`config.mk`:
```
export PLATFORM = sky130hd
export DESIGN_NAME = chan_cmd_engine
export DESIGN_NICKNAME = d
export VERILOG_FILES = /design/src/rtl/chan_cmd_pkg.sv /design/src/rtl/chan_cmd_regs.sv /design/src/rtl/chan_desc_decode.sv /design/src/rtl/chan_seq.sv /design/src/rtl/chan_cmd_engine.sv
export SDC_FILE = /design/constraint.sdc
export NUM_CORES = 1
export LEC_CHECK = 0
export ABC_AREA = 1
export BUFFER_PORTS_ARGS = -buffer_cell sky130_fd_sc_hd__buf_2
export CAP_MARGIN = 10
export CORE_MARGIN = 10
export CORE_UTILIZATION = 45
export CTS_CLUSTER_SIZE = 30
export DETAILED_ROUTE_END_ITERATION = 10
export GPL_TIMING_DRIVEN = 0
export PLACE_DENSITY = 0.82
export SETUP_SLACK_MARGIN = 0.4
export SYNTH_ARGS = -nofsm -noshare
export SYNTH_HDL_FRONTEND = slang
export SYNTH_HIERARCHICAL = 1
export SYNTH_SLANG_ARGS = --single-unit
```
`constraint.sdc`:
```
create_clock -name clk -period 2.55 [get_ports clk]
set_input_delay 0.51 -clock clk [delete_from_list [all_inputs] [get_ports clk]]
set_output_delay 0.51 -clock clk [all_outputs]
set_load 0.01 [all_outputs]
```
`src/rtl/chan_cmd_pkg.sv`:
```
package chan_cmd_pkg;
  localparam int DESC_WORDS = 8;
  localparam int ERR_W      = 8;

  typedef enum logic [2:0] {
    ST_IDLE, ST_FETCH, ST_CHECK, ST_ISSUE, ST_RUN, ST_WBACK, ST_FIN
  } seq_state_e;

  // word slots inside a descriptor
  localparam int W_LINK = 0;
  localparam int W_CA   = 1;
  localparam int W_CB   = 2;
  localparam int W_SRC  = 3;
  localparam int W_DST  = 4;
  localparam int W_SIZE = 5;
  localparam int W_PAY  = 6;
  localparam int W_STAT = 7;

  // control word A bits kept by the sequencer; slot 0 completion pulse,
  // slot 1 semaphore decrement, slots 2..8 the job flags
  localparam int CA_KEEP = 9;
  localparam int CA_POS [CA_KEEP] = '{0, 1, 5, 6, 8, 9, 11, 12, 13};
  localparam int K_IRQ  = 0;
  localparam int K_DEC  = 1;
  localparam int FLAG_W = CA_KEEP - 2;

  // control word B fields: {hash select, chain mode, cipher select}
  localparam int CB_KEEP = 9;

  // register byte offsets
  localparam logic [7:0] OFS_PTR = 8'h00;
  localparam logic [7:0] OFS_SEM = 8'h10;
  localparam logic [7:0] OFS_ST  = 8'h20;
  localparam logic [7:0] OFS_CLR = 8'h28;

  localparam logic [ERR_W-1:0] ERR_NONE  = 8'h00;
  localparam logic [ERR_W-1:0] ERR_COMBO = 8'h01;
  localparam logic [ERR_W-1:0] ERR_EMPTY = 8'h02;
endpackage

```
`src/rtl/chan_cmd_regs.sv`:
```
module chan_cmd_regs
  import chan_cmd_pkg::*;
#(
  parameter int AW    = 32,
  parameter int SEM_W = 8
) (
  input  logic             clk,
  input  logic             rst_n,
  input  logic             reg_we,
  input  logic [7:0]       reg_addr,
  input  logic [31:0]      reg_wdata,
  output logic [31:0]      reg_rdata,
  input  logic             fin,
  input  logic             fin_dec,
  input  logic [AW-1:0]    fin_link,
  input  logic [ERR_W-1:0] fin_err,
  output logic [AW-1:0]    cmd_ptr,
  output logic [SEM_W-1:0] sem_count,
  output logic [ERR_W-1:0] err_stat
);
  logic [AW-1:0]    ptr_q, ptr_d;
  logic [SEM_W-1:0] sem_q, sem_d, sem_add, sem_sub;
  logic [ERR_W-1:0] st_q, st_d;
  logic             wr_ptr, wr_sem, wr_clr;

  assign wr_ptr = reg_we && (reg_addr == OFS_PTR);
  assign wr_sem = reg_we && (reg_addr == OFS_SEM);
  assign wr_clr = reg_we && (reg_addr == OFS_CLR);

  always_comb begin
    ptr_d = ptr_q;
    if (fin)         ptr_d = fin_link;
    else if (wr_ptr) ptr_d = reg_wdata[AW-1:0];
  end

  always_comb begin
    sem_add = wr_sem ? reg_wdata[SEM_W-1:0] : '0;
    sem_sub = (fin && fin_dec) ? SEM_W'(1) : '0;
    sem_d   = sem_q + sem_add - sem_sub;
  end

  always_comb begin
    st_d = st_q;
    if (wr_clr) st_d = st_q & ~reg_wdata[ERR_W-1:0];
    if (fin && (fin_err != ERR_NONE)) st_d = fin_err;
  end

  always_ff @(posedge clk or negedge rst_n) begin
    if (!rst_n) begin
      ptr_q <= '0;
      sem_q <= '0;
      st_q  <= '0;
    end else begin
      ptr_q <= ptr_d;
      sem_q <= sem_d;
      st_q  <= st_d;
    end
  end

  always_comb begin
    case (reg_addr)
      OFS_PTR: reg_rdata = 32'(ptr_q);
      OFS_SEM: reg_rdata = 32'(sem_q);
      OFS_ST:  reg_rdata = 32'(st_q);
      default: reg_rdata = '0;
    endcase
  end

  assign cmd_ptr   = ptr_q;
  assign sem_count = sem_q;
  assign err_stat  = st_q;
endmodule

```
`src/rtl/chan_desc_decode.sv`:
```
module chan_desc_decode
  import chan_cmd_pkg::*;
#(
  parameter bit ALLOW_BOTH = 1'b0
) (
  input  logic [FLAG_W-1:0]  op_bits,
  input  logic [CB_KEEP-1:0] fmt_bits,
  input  logic [31:0]        size,
  output logic [FLAG_W-1:0]  flags,
  output logic               cbc,
  output logic [3:0]         hash_sel,
  output logic [3:0]         cipher_sel,
  output logic [ERR_W-1:0]   err_code
);
  logic combo_bad;

  assign flags      = op_bits;
  assign cipher_sel = fmt_bits[3:0];
  assign cbc        = fmt_bits[4];
  assign hash_sel   = fmt_bits[8:5];

  generate
    if (ALLOW_BOTH) begin : g_both_ok
      assign combo_bad = 1'b0;
    end else begin : g_both_bad
      assign combo_bad = op_bits[0] & op_bits[1];
    end
  endgenerate

  always_comb begin
    if (combo_bad)          err_code = ERR_COMBO;
    else if (size == 32'd0) err_code = ERR_EMPTY;
    else                    err_code = ERR_NONE;
  end
endmodule

```
`src/rtl/chan_seq.sv`:
```
module chan_seq
  import chan_cmd_pkg::*;
#(
  parameter int AW    = 32,
  parameter int SEM_W = 8
) (
  input  logic               clk,
  input  logic               rst_n,
  input  logic [AW-1:0]      cmd_ptr,
  input  logic [SEM_W-1:0]   sem_count,
  input  logic [ERR_W-1:0]   err_stat,
  input  logic [ERR_W-1:0]   err_code,
  output logic               mem_rd_req,
  output logic [AW-1:0]      mem_rd_addr,
  input  logic               mem_rd_valid,
  input  logic [31:0]        mem_rd_data,
  output logic               mem_wr_req,
  output logic [AW-1:0]      mem_wr_addr,
  output logic [31:0]        mem_wr_data,
  input  logic               mem_wr_ack,
  output logic               job_valid,
  input  logic               job_ready,
  input  logic               job_done,
  output logic               fin,
  output logic [CA_KEEP-1:0] ctl_q,
  output logic [CB_KEEP-1:0] fmt_q,
  output logic [AW-1:0]      link_q,
  output logic [AW-1:0]      src_q,
  output logic [AW-1:0]      dst_q,
  output logic [31:0]        size_q,
  output logic [AW-1:0]      pay_q
);
  localparam int IDX_W = $clog2(DESC_WORDS);
  localparam logic [IDX_W-1:0] IDX_LAST = IDX_W'(DESC_WORDS - 1);
  localparam logic [AW-1:0] STAT_OFS = AW'(4 * W_STAT);

  seq_state_e       state_q, state_d;
  logic [IDX_W-1:0] idx_q, idx_d;
  logic [AW-1:0]    base_q, base_d;
  logic             start_ok, cap_en;
  logic [CA_KEEP-1:0] ctl_pick;
  logic [CB_KEEP-1:0] fmt_pick;

  genvar g;
  generate
    for (g = 0; g < CA_KEEP; g++) begin : g_pick
      assign ctl_pick[g] = mem_rd_data[CA_POS[g]];
    end
  endgenerate
  assign fmt_pick = {mem_rd_data[19:16], mem_rd_data[4], mem_rd_data[3:0]};

  assign start_ok = (sem_count != '0) && (cmd_ptr != '0) && (err_stat == ERR_NONE);
  assign cap_en   = (state_q == ST_FETCH) && mem_rd_valid;

  always_comb begin
    state_d = state_q;
    idx_d   = idx_q;
    base_d  = base_q;
    case (state_q)
      ST_IDLE: if (start_ok) begin
        state_d = ST_FETCH;
        idx_d   = '0;
        base_d  = cmd_ptr;
      end
      ST_FETCH: if (mem_rd_valid) begin
        if (idx_q == IDX_LAST) state_d = ST_CHECK;
        else                   idx_d   = idx_q + 1'b1;
      end
      ST_CHECK: state_d = (err_code != ERR_NONE) ? ST_WBACK : ST_ISSUE;
      ST_ISSUE: if (job_ready)  state_d = ST_RUN;
      ST_RUN:   if (job_done)   state_d = ST_WBACK;
      ST_WBACK: if (mem_wr_ack) state_d = ST_FIN;
      ST_FIN:   state_d = ST_IDLE;
      default:  state_d = ST_IDLE;
    endcase
  end

  always_ff @(posedge clk or negedge rst_n) begin
    if (!rst_n) begin
      state_q <= ST_IDLE;
      idx_q   <= '0;
      base_q  <= '0;
    end else begin
      state_q <= state_d;
      idx_q   <= idx_d;
      base_q  <= base_d;
    end
  end

  always_ff @(posedge clk or negedge rst_n) begin
    if (!rst_n) begin
      link_q <= '0;
      ctl_q  <= '0;
      fmt_q  <= '0;
      src_q  <= '0;
      dst_q  <= '0;
      size_q <= '0;
      pay_q  <= '0;
    end else if (cap_en) begin
      case (int'(idx_q))
        W_LINK: link_q <= AW'(mem_rd_data);
        W_CA:   ctl_q  <= ctl_pick;
        W_CB:   fmt_q  <= fmt_pick;
        W_SRC:  src_q  <= AW'(mem_rd_data);
        W_DST:  dst_q  <= AW'(mem_rd_data);
        W_SIZE: size_q <= mem_rd_data;
        W_PAY:  pay_q  <= AW'(mem_rd_data);
        default: ;
      endcase
    end
  end

  assign mem_rd_req  = (state_q == ST_FETCH);
  assign mem_rd_addr = base_q + AW'({idx_q, 2'b00});
  assign mem_wr_req  = (state_q == ST_WBACK);
  assign mem_wr_addr = base_q + STAT_OFS;
  assign mem_wr_data = 32'(err_code);
  assign job_valid   = (state_q == ST_ISSUE);
  assign fin         = (state_q == ST_FIN);
endmodule

```
`src/rtl/chan_cmd_engine.sv`:
```
module chan_cmd_engine
  import chan_cmd_pkg::*;
#(
  parameter int AW         = 32,
  parameter int SEM_W      = 8,
  parameter bit ALLOW_BOTH = 1'b0
) (
  input  logic              clk,
  input  logic              rst_n,
  input  logic              reg_we,
  input  logic [7:0]        reg_addr,
  input  logic [31:0]       reg_wdata,
  output logic [31:0]       reg_rdata,
  output logic              mem_rd_req,
  output logic [AW-1:0]     mem_rd_addr,
  input  logic              mem_rd_valid,
  input  logic [31:0]       mem_rd_data,
  output logic              mem_wr_req,
  output logic [AW-1:0]     mem_wr_addr,
  output logic [31:0]       mem_wr_data,
  input  logic              mem_wr_ack,
  output logic              job_valid,
  input  logic              job_ready,
  output logic [AW-1:0]     job_src,
  output logic [AW-1:0]     job_dst,
  output logic [31:0]       job_size,
  output logic [AW-1:0]     job_payload,
  output logic [FLAG_W-1:0] job_flags,
  output logic              job_cbc,
  output logic [3:0]        job_hash_sel,
  output logic [3:0]        job_cipher_sel,
  input  logic              job_done,
  output logic              done_irq
);
  logic [AW-1:0]      cmd_ptr, link_q;
  logic [SEM_W-1:0]   sem_count;
  logic [ERR_W-1:0]   err_stat, err_code;
  logic               fin;
  logic [CA_KEEP-1:0] ctl_q;
  logic [CB_KEEP-1:0] fmt_q;

  chan_cmd_regs #(.AW(AW), .SEM_W(SEM_W)) regs_i (
    .clk       (clk),
    .rst_n     (rst_n),
    .reg_we    (reg_we),
    .reg_addr  (reg_addr),
    .reg_wdata (reg_wdata),
    .reg_rdata (reg_rdata),
    .fin       (fin),
    .fin_dec   (ctl_q[K_DEC]),
    .fin_link  (link_q),
    .fin_err   (err_code),
    .cmd_ptr   (cmd_ptr),
    .sem_count (sem_count),
    .err_stat  (err_stat)
  );

  chan_seq #(.AW(AW), .SEM_W(SEM_W)) seq_i (
    .clk          (clk),
    .rst_n        (rst_n),
    .cmd_ptr      (cmd_ptr),
    .sem_count    (sem_count),
    .err_stat     (err_stat),
    .err_code     (err_code),
    .mem_rd_req   (mem_rd_req),
    .mem_rd_addr  (mem_rd_addr),
    .mem_rd_valid (mem_rd_valid),
    .mem_rd_data  (mem_rd_data),
    .mem_wr_req   (mem_wr_req),
    .mem_wr_addr  (mem_wr_addr),
    .mem_wr_data  (mem_wr_data),
    .mem_wr_ack   (mem_wr_ack),
    .job_valid    (job_valid),
    .job_ready    (job_ready),
    .job_done     (job_done),
    .fin          (fin),
    .ctl_q        (ctl_q),
    .fmt_q        (fmt_q),
    .link_q       (link_q),
    .src_q        (job_src),
    .dst_q        (job_dst),
    .size_q       (job_size),
    .pay_q        (job_payload)
  );

  chan_desc_decode #(.ALLOW_BOTH(ALLOW_BOTH)) dec_i (
    .op_bits    (ctl_q[CA_KEEP-1:2]),
    .fmt_bits   (fmt_q),
    .size       (job_size),
    .flags      (job_flags),
    .cbc        (job_cbc),
    .hash_sel   (job_hash_sel),
    .cipher_sel (job_cipher_sel),
    .err_code   (err_code)
  );

  assign done_irq = fin & ctl_q[K_IRQ];
endmodule

```
==> key figures <==
Layout
  • Final cell count without fillers: 2488
  • Area grow syn2layout: 36.4%
  • Fin nets: around 2200
  • Commonest non-fill, non-tap cells in the layout: nand2_1, buf_2, dfrtp_1
  • Commonest non-fill, non-tap cell in the layout: nand2_1
  • Post-layout util: 62.8%
  • Finished Cell Area: 0.0182 mm^2
  • Layout cells sized above 1: 36.1%
  • Fill cells: 2394

Logic synthesis
  • Post-synthesis mux area share: less than 1%
  • Post-Syn Instances: 1616
  • Post-Synth XOR/XNOR Area: under 10%
  • Synth Cell Area: 0.0133 mm^2
  • Ys Warns: 6
  • Flop and latch count out of synthesis: 264
  • Post-synthesis sequential area ratio: 49.6%
  • Largest family of logic cells by synthesized area: simple AND/OR/NAND/NOR gates
  • Synth Area in Simple Gates: 21.5%
  • Syn_area_per_cell: 8.24 um^2
  • Adder-cell area share of the yosys netlist: 2.56%
  • Post-synthesis compound-gate area fraction: a little under an eighth
  • Synth cell types: 40

Clocking
  • Clk root buf: clkbuf_16
  • Clock Path Buffers: 3
  • CTS tree: done
  • Worst skew pair latency: between 0.5 and 0.6 ns
  • Clock transition at path regs: ~0.070 ns
  • H-tree levels: 1
  • CTS Buf Count: 28
  • CTS sink count: 264

Job
  • Max_cap viols: 0

Power and ir drop
  • Total Power: 17.9 mW
  • Sw power: 7.02 mW
  • Reg power frac: 36.4%
  • Leak: between 9 and 10 nW
  • Pwr per Cell Area: 984 mW/mm^2
  • Internal Dissipation: approximately 11 mW
  • Net switching fraction of the power: 39.3%
  • Max VDD drop: 0.527 mV
  • Clock network fraction of total power: 22.0%
  • Combinational share of power: 41.6%

Setup path
  • Crit path max fanout: 4
  • CP arrival: approximately 2.5 ns
  • Critical Path Start Type: flip-flop
  • Required time worst endpoint: 2.04 ns
  • CP max stage delay: 0.44 ns
  • Worst-path cell chain: ha_4 > inv_2 > fa_2 > o21ai_4 > nand2_4 > nor2_4 > nand4_1 > xnor2_2 > buf_2
  • Slowest CP cell: dfrtp_2
  • CP Capture Type: output port
  • Crit Path Class: reg -> out

GRT
  • Largest net degree at the start of global routing: 118
  • Global-route wire length before repair: 70.4 mm
  • Global route overflow: 0
  • Initial antenna violation count: 1
  • Number of global-route vias before repair: between 10000 and 15000
  • GR Util All Layers: about 24%

Timing
  • Final Hold Fails: 0
  • Slew Limit Fails: 0
  • PnR worst setup slack: -0.466 ns
  • Unrepaired setup endpoints after global routing: yes
  • Period minus WS final: 3.02 ns
  • Fmax: between 0.3 and 0.4 GHz
  • Slew HR: 59.5%
  • Period utilization: 118%
  • Tightest Pin Transition: slightly above 0.6 ns
  • Final setup viols: 52
  • Clk_skew: 0.0138 ns

Placement
  • Port Buffers: 324
  • Post-placement cell count: 2354
  • Gpl congestion: 0.884
  • Dpl hpwl: 35.0 mm
  • Post-Place Setup Slack: -0.223 ns
  • Placed cell areas: ~0.016 mm^2

Detailed routing
  • Detailed router's first-iteration violation count: 933
  • DRT Pass-1 Iters: 7
  • Vias/cell: 5.09
  • WL final: 47.3 mm
  • Vias: roughly 13000
  • Routed wire per std cell: around 19 um
  • Residual DRC: 0
  • Post-route ant nets: 0

Floorplan
  • Die area: 0.0369 mm^2
  • Row count: 62
  • Core area: around 0.029 mm^2
  • Die Y-Extent: 192 um
  • Num ports: 355
  • Initial Utilization: between 40% and 50%
  • Die span in x: about 190 um

Outcome
  • Status: finished with violations
  • Failing checks: negative setup slack

Min path
  • Worst hold path type: in -> reg
## routing by layer
metal | vias to the layer above | global-route usage [%] | wire length (um) | part of all wire [%]
met5 | - | 0 | 0 | 0
met1 | 6059 | 27.9 | 17400 | 37
met3 | 117 | 6.37 | 4770 | 10
met2 | 589 | 42.1 | 23600 | 50
li1 | 5911 | - | - | -
met4 | 0 | 8.56 | 1560 | 3.3
## flip-flops by register name (all words and copies together) (netlist names)
register / cells
seq_i/src_q: 32
seq_i/link_q: 32
regs_i/err_stat: 8
seq_i/state_q: 3
regs_i/cmd_ptr: 32
seq_i/fmt_q: 9
seq_i/pay_q: 32
seq_i/base_q: 32
seq_i/ctl_q: 9
seq_i/idx_q: 3
seq_i/dst_q: 32
seq_i/size_q: 32
regs_i/sem_count: 8
## Yosys cell counts
cell type	number	area, um^2
nor3_1	11	55.1
xor2_1	48	420
a21oi_1	10	50.1
nor3_4	1	16.3
nor3b_2	1	12.5
nand2_1	459	1720
buf_4	60	450
and3_1	1	6.26
nand2_2	4	25.0
a21o_1	2	15.0
nor2_8	1	20.0
dfrtp_1	264	6610
nand3_2	3	30.0
nor2_1	126	473
nand3_1	52	260
conb_1	2	7.51
nand3_4	5	87.6
o211ai_1	6	45.0
nor3_2	1	10.0
a31oi_1	1	6.26
o21ai_0	211	1060
o21ai_2	29	254
xnor2_1	13	114
or2_0	1	6.26
nor2_2	4	25.0
buf_6	7	78.8
clkbuf_2	4	20.0
nand4_1	13	81.3
clkbuf_1	25	93.8
fa_1	2	40.0
inv_2	1	3.75
nand2_4	1	11.3
mux2i_1	2	20.0
nor2_4	2	22.5
buf_1	1	3.75
inv_1	181	679
buf_2	22	110
ha_1	24	300
a21boi_0	1	7.51
o21ai_1	14	70.1
## logic make-up (layout without fill, tap and decap cells)
logic type,count (synthesis),in the layout
flops,264,264
buf+inv,301,758
simple gates,686,686
xor+xnor,61,61
mux,2,2
other cells,2,33
fa+ha+maj,26,26
compound gates,274,274
## cell type report
cell class / count / area, um^2 / area share, %
Tap cell: 384 / 480 / 2.65
Clock inverter: 11 / 70.1 / 0.386
Multi-Input combinational cell: 1079 / 6180 / 34.0
Inverter: 182 / 707 / 3.89
Sequential cell: 264 / 6620 / 36.5
Buffer: 119 / 816 / 4.49
Clock buffer: 40 / 817 / 4.50
Timing Repair Buffer: 406 / 2460 / 13.6
Antenna cell: 3 / 7.51 / 0.0413
## per-stage QoR
| stage | setup TNS (ns) | hold slack [ns] |
|---|---|---|
| finish | -13.87 | 0.219 |
| global route | -18.44 | 0.207 |
| CTS | -11.01 | 0.201 |
| detailed placement | -1.36 | 0.468 |
| global placement | -953.05 | 0.463 |
| floorplan | 0 | 0.214 |
## final timing paths
check | from | endpoint | slack (ns) | depth (start not counted)
max | seq_i/idx_q[0] | mem_rd_addr[30] | -0.47 | 9
min | job_ready | seq_i/state_q[1] | 0.22 | 4
max reg2reg | seq_i/state_q[1] | regs_i/sem_count[6] | 0.31 | 13
min reg2reg | seq_i/src_q[29] | seq_i/src_q[29] | 0.48 | 2
max in group asynchronous | rst_n | seq_i/base_q[17] | 1.04 | 3
min in group asynchronous | rst_n | seq_i/pay_q[4] | 0.51 | 2
## worst max-delay path, delay by kind of cell, from the launching register on
kind                     cells  cell delay (ns)
adder cells (fa/ha/maj)      2             0.54
flip-flops                   1             0.44
AND/OR/NAND/NOR              3             0.43
AO/OA/AOI/OAI                1             0.20
buffers and inverters        2             0.19
XOR/XNOR                     1             0.17
## timing repair
| action | 4_1_cts | 5_1_grt |
|---|---|---|
| endpoints found under the setup margin | 92 | 117 |
| endpoints found under the hold margin | 67 | 0 |
| cloned | 1 | 0 |
| pin swaps | 46 | 42 |
| hold buffers | 1 | 0 |
| gates resized for setup | 141 | 84 |
| setup buffers | 57 | 21 |
## power by group through the flow
stage / logic, mW / registers, mW / clock network, mW
after CTS: 6.88 / 6.45 / 3.98
after detailed placement: 6.23 / 6.52 / 0
final: 7.43 / 6.50 / 3.93
after floorplan: 4.05 / 6.34 / 0
after global routing: 8.20 / 6.65 / 4.15
after global placement: 6.03 / 6.47 / 0
Note: power is estimated with default switching activity, not from simulation.
